**config.mk**
```make
export PLATFORM = sky130hd
export DESIGN_NAME = store_fwd_buffer
export DESIGN_NICKNAME = d
export VERILOG_FILES = /design/src/rtl/sbuf_pkg.sv /design/src/rtl/sbuf_agen.sv /design/src/rtl/sbuf_fwd.sv /design/src/rtl/store_fwd_buffer.sv
export SDC_FILE = /design/constraint.sdc
export NUM_CORES = 2
export LEC_CHECK = 0
export BUFFER_PORTS_ARGS = -buffer_cell sky130_fd_sc_hd__buf_2
export CAP_MARGIN = 20
export CORE_MARGIN = 2
export CORE_UTILIZATION = 46
export DETAILED_ROUTE_END_ITERATION = 8
export PLACE_DENSITY = 0.65
export SYNTH_ARGS = -nofsm -noshare
export SYNTH_HDL_FRONTEND = slang
export SYNTH_SLANG_ARGS = --single-unit
```
**constraint.sdc**
```tcl
create_clock -name clk -period 27.1 [get_ports clk]
set_input_delay 0 -clock clk [delete_from_list [all_inputs] [get_ports clk]]
set_output_delay 0 -clock clk [all_outputs]
set_load 0.1 [all_outputs]
```
**src/rtl/sbuf_pkg.sv**
```systemverilog
package sbuf_pkg;
  parameter int unsigned SEQ_W = 8;
  typedef logic [SEQ_W-1:0] seq_t;

  // entry tag is older than load tag (modular distance in lower half)
  function automatic logic seq_older(input seq_t ent, input seq_t ld);
    seq_t diff;
    diff = ld - ent;
    return (diff != '0) && !diff[SEQ_W-1];
  endfunction
endpackage

```
**src/rtl/sbuf_agen.sv**
```systemverilog
module sbuf_agen #(
  parameter int unsigned AW = 32
) (
  input  logic [AW-1:0] base,
  input  logic [AW-1:0] offset,
  output logic [AW-1:0] eff_addr
);
  assign eff_addr = base + offset;
endmodule

```
**src/rtl/sbuf_fwd.sv**
```systemverilog
module sbuf_fwd
  import sbuf_pkg::*;
#(
  parameter int unsigned DEPTH = 8,
  parameter int unsigned AW    = 32,
  localparam int unsigned PW   = $clog2(DEPTH)
) (
  input  logic [PW-1:0] head,
  input  logic          e_vld  [DEPTH],
  input  logic [AW-1:0] e_addr [DEPTH],
  input  seq_t          e_seq  [DEPTH],
  input  logic [AW-1:0] ld_addr,
  input  seq_t          ld_seq,
  output logic          hit,
  output logic [PW-1:0] sel
);
  // scan oldest to youngest; the last qualifying entry wins
  always_comb begin
    hit = 1'b0;
    sel = '0;
    for (int i = 0; i < DEPTH; i++) begin
      int idx;
      idx = int'(head) + i;
      if (idx >= DEPTH) idx = idx - DEPTH;
      if (e_vld[idx] && (e_addr[idx] == ld_addr) && seq_older(e_seq[idx], ld_seq)) begin
        hit = 1'b1;
        sel = PW'(idx);
      end
    end
  end
endmodule

```
**src/rtl/store_fwd_buffer.sv**
```systemverilog
module store_fwd_buffer
  import sbuf_pkg::*;
#(
  parameter int unsigned DEPTH = 8,
  parameter int unsigned AW    = 32,
  parameter int unsigned DW    = 32
) (
  input  logic             clk,
  input  logic             rst,
  input  logic             st_valid,
  output logic             st_ready,
  input  logic [AW-1:0]    st_base,
  input  logic [AW-1:0]    st_offset,
  input  logic [DW-1:0]    st_data,
  input  logic [SEQ_W-1:0] st_seq,
  input  logic             commit,
  input  logic             flush,
  output logic             mem_wr_valid,
  input  logic             mem_port_free,
  output logic [AW-1:0]    mem_wr_addr,
  output logic [DW-1:0]    mem_wr_data,
  input  logic             ld_valid,
  input  logic [AW-1:0]    ld_addr,
  input  logic [SEQ_W-1:0] ld_seq,
  output logic             ld_resp_valid,
  output logic             ld_fwd,
  output logic [DW-1:0]    ld_data
);
  localparam int unsigned PW = $clog2(DEPTH);
  localparam int unsigned CW = $clog2(DEPTH + 1);

  function automatic logic [PW-1:0] ptr_add(input logic [PW-1:0] p, input int n);
    int s;
    s = int'(p) + n;
    if (s >= DEPTH) s = s - DEPTH;
    return PW'(s);
  endfunction

  logic [AW-1:0] e_addr [DEPTH];
  logic [DW-1:0] e_data [DEPTH];
  seq_t          e_seq  [DEPTH];
  logic          e_vld  [DEPTH];
  logic          e_cmt  [DEPTH];

  logic [PW-1:0] head, tail, cptr;
  logic [CW-1:0] count, ncmt;
  logic [AW-1:0] st_ea;
  logic          fwd_hit;
  logic [PW-1:0] fwd_sel;
  logic          do_push, do_drain, do_cmt;

  sbuf_agen #(.AW(AW)) u_agen (
    .base(st_base), .offset(st_offset), .eff_addr(st_ea)
  );

  sbuf_fwd #(.DEPTH(DEPTH), .AW(AW)) u_fwd (
    .head(head), .e_vld(e_vld), .e_addr(e_addr), .e_seq(e_seq),
    .ld_addr(ld_addr), .ld_seq(ld_seq), .hit(fwd_hit), .sel(fwd_sel)
  );

  assign cptr         = ptr_add(head, int'(ncmt));
  assign st_ready     = (count < CW'(DEPTH)) && !flush;
  assign do_push      = st_valid && st_ready;
  assign mem_wr_valid = e_vld[head] && e_cmt[head];
  assign mem_wr_addr  = e_addr[head];
  assign mem_wr_data  = e_data[head];
  assign do_drain     = mem_wr_valid && mem_port_free;
  assign do_cmt       = commit && (ncmt < count);

  // payload storage: no reset, single write port
  always_ff @(posedge clk) begin
    if (do_push) begin
      e_addr[tail] <= st_ea;
      e_data[tail] <= st_data;
      e_seq[tail]  <= st_seq;
    end
  end

  always_ff @(posedge clk) begin
    if (rst) begin
      head  <= '0;
      tail  <= '0;
      count <= '0;
      ncmt  <= '0;
      for (int i = 0; i < DEPTH; i++) begin
        e_vld[i] <= 1'b0;
        e_cmt[i] <= 1'b0;
      end
    end else begin
      if (do_cmt) e_cmt[cptr] <= 1'b1;
      if (do_drain) begin
        e_vld[head] <= 1'b0;
        e_cmt[head] <= 1'b0;
        head        <= ptr_add(head, 1);
      end
      ncmt <= ncmt + CW'(do_cmt) - CW'(do_drain);
      if (flush) begin
        for (int i = 0; i < DEPTH; i++)
          if (!e_cmt[i] && !(do_cmt && (PW'(i) == cptr))) e_vld[i] <= 1'b0;
        tail  <= ptr_add(cptr, int'(do_cmt));
        count <= ncmt + CW'(do_cmt) - CW'(do_drain);
      end else begin
        if (do_push) begin
          e_vld[tail] <= 1'b1;
          e_cmt[tail] <= 1'b0;
          tail        <= ptr_add(tail, 1);
        end
        count <= count + CW'(do_push) - CW'(do_drain);
      end
    end
  end

  // registered load answer
  always_ff @(posedge clk) begin
    if (rst) begin
      ld_resp_valid <= 1'b0;
      ld_fwd        <= 1'b0;
      ld_data       <= '0;
    end else begin
      ld_resp_valid <= ld_valid;
      ld_fwd        <= ld_valid && fwd_hit;
      ld_data       <= fwd_hit ? e_data[fwd_sel] : '0;
    end
  end

  a_r1_no_push_full: assert property (@(posedge clk) disable iff (rst)
    (count == CW'(DEPTH)) |-> !st_ready);
  a_r3_write_committed: assert property (@(posedge clk) disable iff (rst)
    mem_wr_valid |-> (ncmt != '0));
  a_r4_hold_busy: assert property (@(posedge clk) disable iff (rst)
    (mem_wr_valid && !mem_port_free) |=>
      (mem_wr_valid && $stable(mem_wr_addr) && $stable(mem_wr_data)));
  a_r5_commit_bound: assert property (@(posedge clk) disable iff (rst)
    ncmt <= count);
  a_r6_flush_clears: assert property (@(posedge clk) disable iff (rst)
    flush |=> (count == ncmt));
  a_r7_resp_follows: assert property (@(posedge clk) disable iff (rst)
    ld_valid |=> ld_resp_valid);
endmodule

```
# Word-level counts from Yosys, hierarchy flattened
# Memories as Yosys holds them, arrays and structs flattened. A register that Yosys moved wholly into a read port is not among the register bits.
# Cells that the tools add are included.
[op_classes]
n_eq_ne = 15
n_lt_le_gt_ge = 25
n_addsub = 34
multipliers = 0
div = 0
bitwise_logic = 14
shift = 0
n_reduce_logical = 87
n_mux = 156
[ops]
columns = ["cell", "n"]
rows = [
  ["$bmux 32 s3", 9],
  ["$mux 32", 27],
  ["$ge 32x4->1 const B", 15],
  ["$bwmux 256", 1],
  ["$eq 32x32->1", 8],
  ["$not 32->32", 8],
  ["$sub 32x4->32 const B", 7],
  ["$bmux 8 s3", 8],
  ["$mux 8", 21],
  ["$demux 32 s3", 1],
  ["$bwmux 64", 1],
  ["$reduce_bool 8->1", 8],
  ["$sub 8x8->8", 8],
  ["$mux 3", 20],
  ["$mux 1", 55],
  ["$logic_and 1x1->1", 48],
  ["$add 32x32->32", 1],
  ["$bmux 1 s3", 9],
  ["$logic_not 1->1", 25],
  ["$demux 8 s3", 1],
  ["$add 3x3->4 const B", 4],
  ["$ge 4x4->1 const B", 4],
  ["$eq 3x3->1 const A", 4],
  ["$sub 3x1->3 const B", 3],
  ["other kinds (25)", 35],
]
[word_totals]
mem_count = 2
output_inout_bits = 100
reg_bits = 344
inputBits = 151
mem_bits_rw = 264
romBits = 0
latch_bits = 0
wordCells = 363
[memory_table]
columns = ["name", "depth", "width", "rd", "rd_clocked_by_memory_dff", "write_ports", "line_no", "rtl"]
rows = [
  ["e_data", 8, 32, 2, 2, 1, "store_fwd_buffer.sv:40", "logic [DW-1:0] e_data [DEPTH];"],
  ["e_cmt", 8, 1, 9, 1, 8, "store_fwd_buffer.sv:43", "logic e_cmt [DEPTH];"],
]

# Depth between registers and ports, before layout
[depth]
depth_word = 20
depth_mapped = 37
mapped_depth_nobuf = 20

# Cells and area by module
# A second synthesis with hierarchy kept.
[hier_totals]
cells_unflattened = 3455
hier_area_um2 = 46062.9
[modules_own_cells]
columns = ["mod", "area_each_um2", "instances", "cells_per_inst", "seq_area_each_um2"]
rows = [
  ["store_fwd_buffer", 25381.8, 1, 1292, 18637.9],
  ["sbuf_fwd", 18936.9, 1, 1922, 0.0],
  ["sbuf_agen", 1744.2, 1, 241, 0.0],
]

# Least setup slack after synthesis
# No wires, ideal clock.
[synth_path]
path_type = "reg-to-reg"
startpoint = "reg head[0]"
endpoint = "reg ld_data[10] (read register of e_data)"
setup_time_ns = 0.117
period_less_slack_ns = 8.491
n_path_buf = 16
arrival_time_ns = 8.374
stages_incl_launch_ff = 35
path_slack_ns = 18.609
required_ns = 26.983
cell_sequence = "dfxtp_1 buf_6 buf_12 buf_12 inv_2 buf_2 buf_2 buf_1 ha_1 buf_6 buf_4 buf_6 buf_4 buf_4 buf_4 buf_1 clkbuf_1 mux4_2 mux2i_1 ha_1 o21ai_0 a21oi_1 o31a_1 nor3_1 nor3_1 a2111o_1 or4_4 mux2_4 and4_4 o41ai_2 a31oi_1 buf_6 buf_6 mux4_2 a22o_1"
[synth_between]
elab_chain_len = 20
elab_cells_between_ends = 185
cone_classes = "add/sub: 23; order compare: 8; eq/ne: 8; mux: 96; bitwise: 9; reduce/logical: 41"
[synth_lines]
columns = ["element", "line_no", "rtl"]
rows = [
  ["from (decl)", "store_fwd_buffer.sv:45", "logic [PW-1:0] head, tail, cptr;"],
  ["from (signal assigned)", "store_fwd_buffer.sv:94", "head <= ptr_add(head, 1);"],
  ["$add 3x1->4 (tied with other cells)", "sbuf_fwd.sv:23", "idx = int'(head) + i;"],
  ["$sub 32x4->32 (tied with other cells)", "sbuf_fwd.sv:24", "if (idx >= DEPTH) idx = idx - DEPTH;"],
  ["$mux 32 or $not 32->32 (tied branches)", "sbuf_fwd.sv:24, sbuf_fwd.sv:25", ""],
  ["$not 32->32 (implied by the code) or $bmux 8 s3 (tied branches)", "sbuf_fwd.sv:25", "if (e_vld[idx] && (e_addr[idx] == ld_addr) && seq_older(e_seq[idx], ld_seq)) begin"],
  ["$bmux 8 s3 or $mux 8 (tied branches)", "sbuf_fwd.sv:25", ""],
  ["$mux 8 (implied by the code)", "sbuf_fwd.sv:25", ""],
  ["$mux 8 (implied by the code) or $sub 8x8->8 (tied branches)", "sbuf_fwd.sv:25, sbuf_pkg.sv:8", ""],
  ["$sub 8x8->8 (tied with other cells)", "sbuf_pkg.sv:8", "diff = ld - ent;"],
  ["$reduce_bool 8->1 (tied with other cells)", "sbuf_pkg.sv:9", "return (diff != '0) && !diff[SEQ_W-1];"],
  ["$logic_and 1x1->1, on equally long branches", "sbuf_pkg.sv:9, sbuf_fwd.sv:25", ""],
  ["$logic_and 1x1->1 or $mux 1 (tied branches)", "sbuf_fwd.sv:25", ""],
  ["$mux 1 (7 in a row)", "sbuf_fwd.sv:25", ""],
  ["$not 1->1 (no source line)", "--", ""],
  ["$reduce_or 2->1 (no source line)", "--", ""],
  ["to (decl)", "store_fwd_buffer.sv:27", "output logic [DW-1:0] ld_data"],
]
# Several ways; a longest one is shown, not always the timed one. The select of a mux whose other input is x is not followed.
# A chain may end at the register's enable or synchronous reset.

# Worst setup path in the final report
[layout_path]
startpoint = "reg head[1]"
endpoint = "reg ld_data[1] (read register of e_data)"
# The elaborated chain is that of the path after synthesis.

==> results.py <==
metrics = {
    "run_status": {
        "status": "complete, no violations",
    },
    "detailed_routing": {
        "antenna_left": 0,
        "wl_per_cell_um": 33.1,
        "drcViolationCount": 0,
        "wl_um": 169000,
        "drt-initial-drc-count": 4527,
        "avgViaCountPerCell": 6.82,
        "num_vias": 34900,
        "firstDrtPassIters": 6,
    },
    "sta": {
        "fin_crit_ps": 8920,
        "tns_ps": 0,
        "setup_viol": 0,
        "min_period_over_period_pct": 32.9,
        "max-slew-margin-rel_pct": 22.6,
        "skew_ps": 50.0,
        "drv_slew": 0,
        "clock.fmax_mhz": 112,
        "finalHoldViolCount": 0,
        "rsz0062_at_grt": "false",
        "tightest_slew_ps": 1150,
    },
    "place": {
        "port_buffers": 250,
        "place_congestion": 1.06,
        "dp_hpwl_um": 124000,
    },
    "synth": {
        "synth_nets": 3830,
        "synth_area_um2": 46400,
        "syn_inst": 3559,
        "yosys_warnings": 0,
        "synth_cell_types": 91,
        "synthFlopType": "edfxtp_1",
        "synth_top_cell_by_area": "edfxtp_1",
        "ys_seq_elements": 643,
        "yosys-top-cells-area": "edfxtp_1, mux4_2, mux2i_1, xnor2_1, ha_1",
        "async_reset_ff_share_pct": 0,
        "synth_edf_count": 576,
        "postSynthAreaPerCell_um2": 13.0,
        "synth_seq_area_share_pct": 40.2,
        "synth_top_cell_area_share_pct": 37.3,
    },
    "global_routing": {
        "grt_pass1_vias": 33200,
        "grt_max_degree": 103,
        "antenna_found_initial": 9,
        "grt_first_pass_wirelength_um": 242000,
        "grt.total_usage_pct": 32.5,
        "gr-total-overflow": 0,
    },
    "critical_path": {
        "end_kind": "flip-flop",
        "cp.required_ps": 27630,
        "path_class": "reg -> reg",
        "cpPeakStageDelay_ps": 790,
        "slowest_stage": "buf_4",
        "path_max_fanout": 55,
        "timing.critical_path.cells": "inv_1 -> ha_4 -> buf_4 -> buf_4 -> mux4_2 -> xnor2_1 -> nand4_1 -> o22ai_1 -> o211ai_1 -> a2111o_1 -> or4_4 -> nor2_1 -> a22oi_1 -> a211o_1 -> a31oi_4 -> buf_4 -> buf_4 -> mux4_1 -> a22o_1",
        "worstSetupStartpointType": "flip-flop",
        "path_common_cell": "buf_4",
        "r2r_setup_slack_ps": 18180,
        "crit_arrival_ps": 9450,
    },
    "clocking": {
        "cts.sinks": 643,
        "insertion_delay_ps": 660,
        "clk_pin_slew_worst_paths_ps": 60,
        "clockBufferDepth": 3,
        "ctsRootBufferMaster": "clkbuf_16",
        "cts_setup_buffers": 0,
        "cts-buffers-inserted": 70,
        "cts_tree": "done",
        "h-tree-depth": 3,
    },
    "pwr": {
        "leakage_uw": 0.0168,
        "ir_drop_uv": 54.9,
        "powerDensity_nw_per_um2": 53.5,
        "power.total_uw": 2750,
    },
    "die": {
        "dieArea_um2": 103000,
        "io_pins": 251,
        "rows": 116,
        "fp.dieW_um": 322,
        "start_util_pct": 46.4,
        "core_area_um2": 100000,
        "die_h_um": 322,
    },
    "cells_and_area": {
        "nets": 4024,
        "drive_above_1_share_pct": 26.2,
        "area_delta_synth_final_pct": 11.0,
    },
    "flow_run": {
        "maxCapViolCount": 0,
    },
    "worst_hold_path": {
        "hold_path.class": "in -> reg",
    },
}
## path summary, 6_finish.rpt
check             startpoint          to  cells after the start
setup / recovery     head[1]  ld_data[1]                     19
hold / removal    st_base[1]  e_addr[33]                      4
setup reg to reg     head[1]  ld_data[1]                     19
hold reg to reg     e_vld[0]    e_vld[0]                      2
## cell families (layout without fill, tap and decap cells)
family	after synthesis	in the layout	synth area share, %
AO/OA/AOI/OAI	599	599	8.96
AND/OR/NAND/NOR	724	724	7.91
multiplexers	892	892	31.3
XOR/XNOR	251	251	4.76
flip-flops	643	643	40.2
other	0	2	0
buffers and inverters	330	580	3.50
adder cells (fa/ha/maj)	120	120	3.43
## layout make-up
cell class	count	area, um2
diodes	2	5.00
repair buffers	372	2330
multi-input cells	2586	26300
clock inverters	40	389
flip-flops and latches	643	18700
clock buffers	88	1870
well taps	1298	1620
fillers	8543	48500
inverters	80	302
## metrics by stage
step                      util [%]  hold WS (ps)  setup WS, ps  std cells  area [um2]
after detailed placement      48.7           269         18340       4926       48700
after global placement        48.6           268         18010       4924       48600
after CTS                     51.5          4.19         18260       5107       51500
after floorplan                  -          89.7         18610       3559       46400
final                         51.5          30.5         18180       5109       51500
after global routing          51.5          73.3         17820       5107       51500
## cell usage after synthesis, types with 44 or more instances
cell type / n
o22ai_1: 67
nand2b_1: 47
buf_2: 58
a22oi_1: 64
ha_1: 108
mux4_2: 408
o21ai_0: 77
nor2_1: 161
mux2_2: 107
clkbuf_1: 87
dfxtp_1: 67
inv_1: 62
xor2_1: 44
mux2i_1: 356
nand3_1: 49
nand2_1: 185
xnor2_1: 206
a21oi_1: 109
edfxtp_1: 576
buf_1: 57
## power by group
group	internal (uW)	total [uW]	switching [uW]
Clock	535	943	408
Combinational	205	629	424
Sequential	1140	1180	38.5
Total	1880	2750	871
## layout by cell type, fill, tap and decap left out, drive strengths merged, types with 64 or more instances in the layout
cell    instances
dfxtp          67
mux2          108
mux2i         356
ha            108
o22ai          67
buf           319
inv            70
clkbuf         88
mux4          428
o21ai          79
edfxtp        576
a21oi         110
nor2          161
nand2         185
xnor2         207
a22oi          64
## registers in the layout, summed over array words and instances (netlist names), named ones only
signal,count
e_addr,256
ncmt,4
e_cmt,8
ld_resp_valid,1
ld_data,32
head,3
e_vld,8
tail,3
e_data,256
count,4
e_seq,64
ld_fwd,1
## per-layer routing
layer / track usage, % / up-vias / wire [um] / share of wire [%]
met1: 45.9 / 17800 / 69300 / 41
met5: 0 / - / 18 / 0.011
met2: 48.9 / 1990 / 75100 / 44
met3: 7.39 / 328 / 17500 / 10
li1: - / 14800 / - / -
met4: 12.4 / 4 / 7310 / 4.3
## repair_timing
item / 4_1_cts / 5_1_grt
resized for setup: 0 / 0
hold buffers: 53 / 0
hold endpoints to repair: 363 / 0
## critical path, delay by kind of cell (launching register included)
family,cells,cell delay [ps]
xor gates and xnor gates,1,500
muxes,2,1270
and+or+nand+nor,3,940
buffers and inverters,5,2850
adders and majority gates,1,730
DFF,1,620
AOI/OAI and AO/OA,7,1720
No activity file was read; power rests on OpenSTA's default activity.
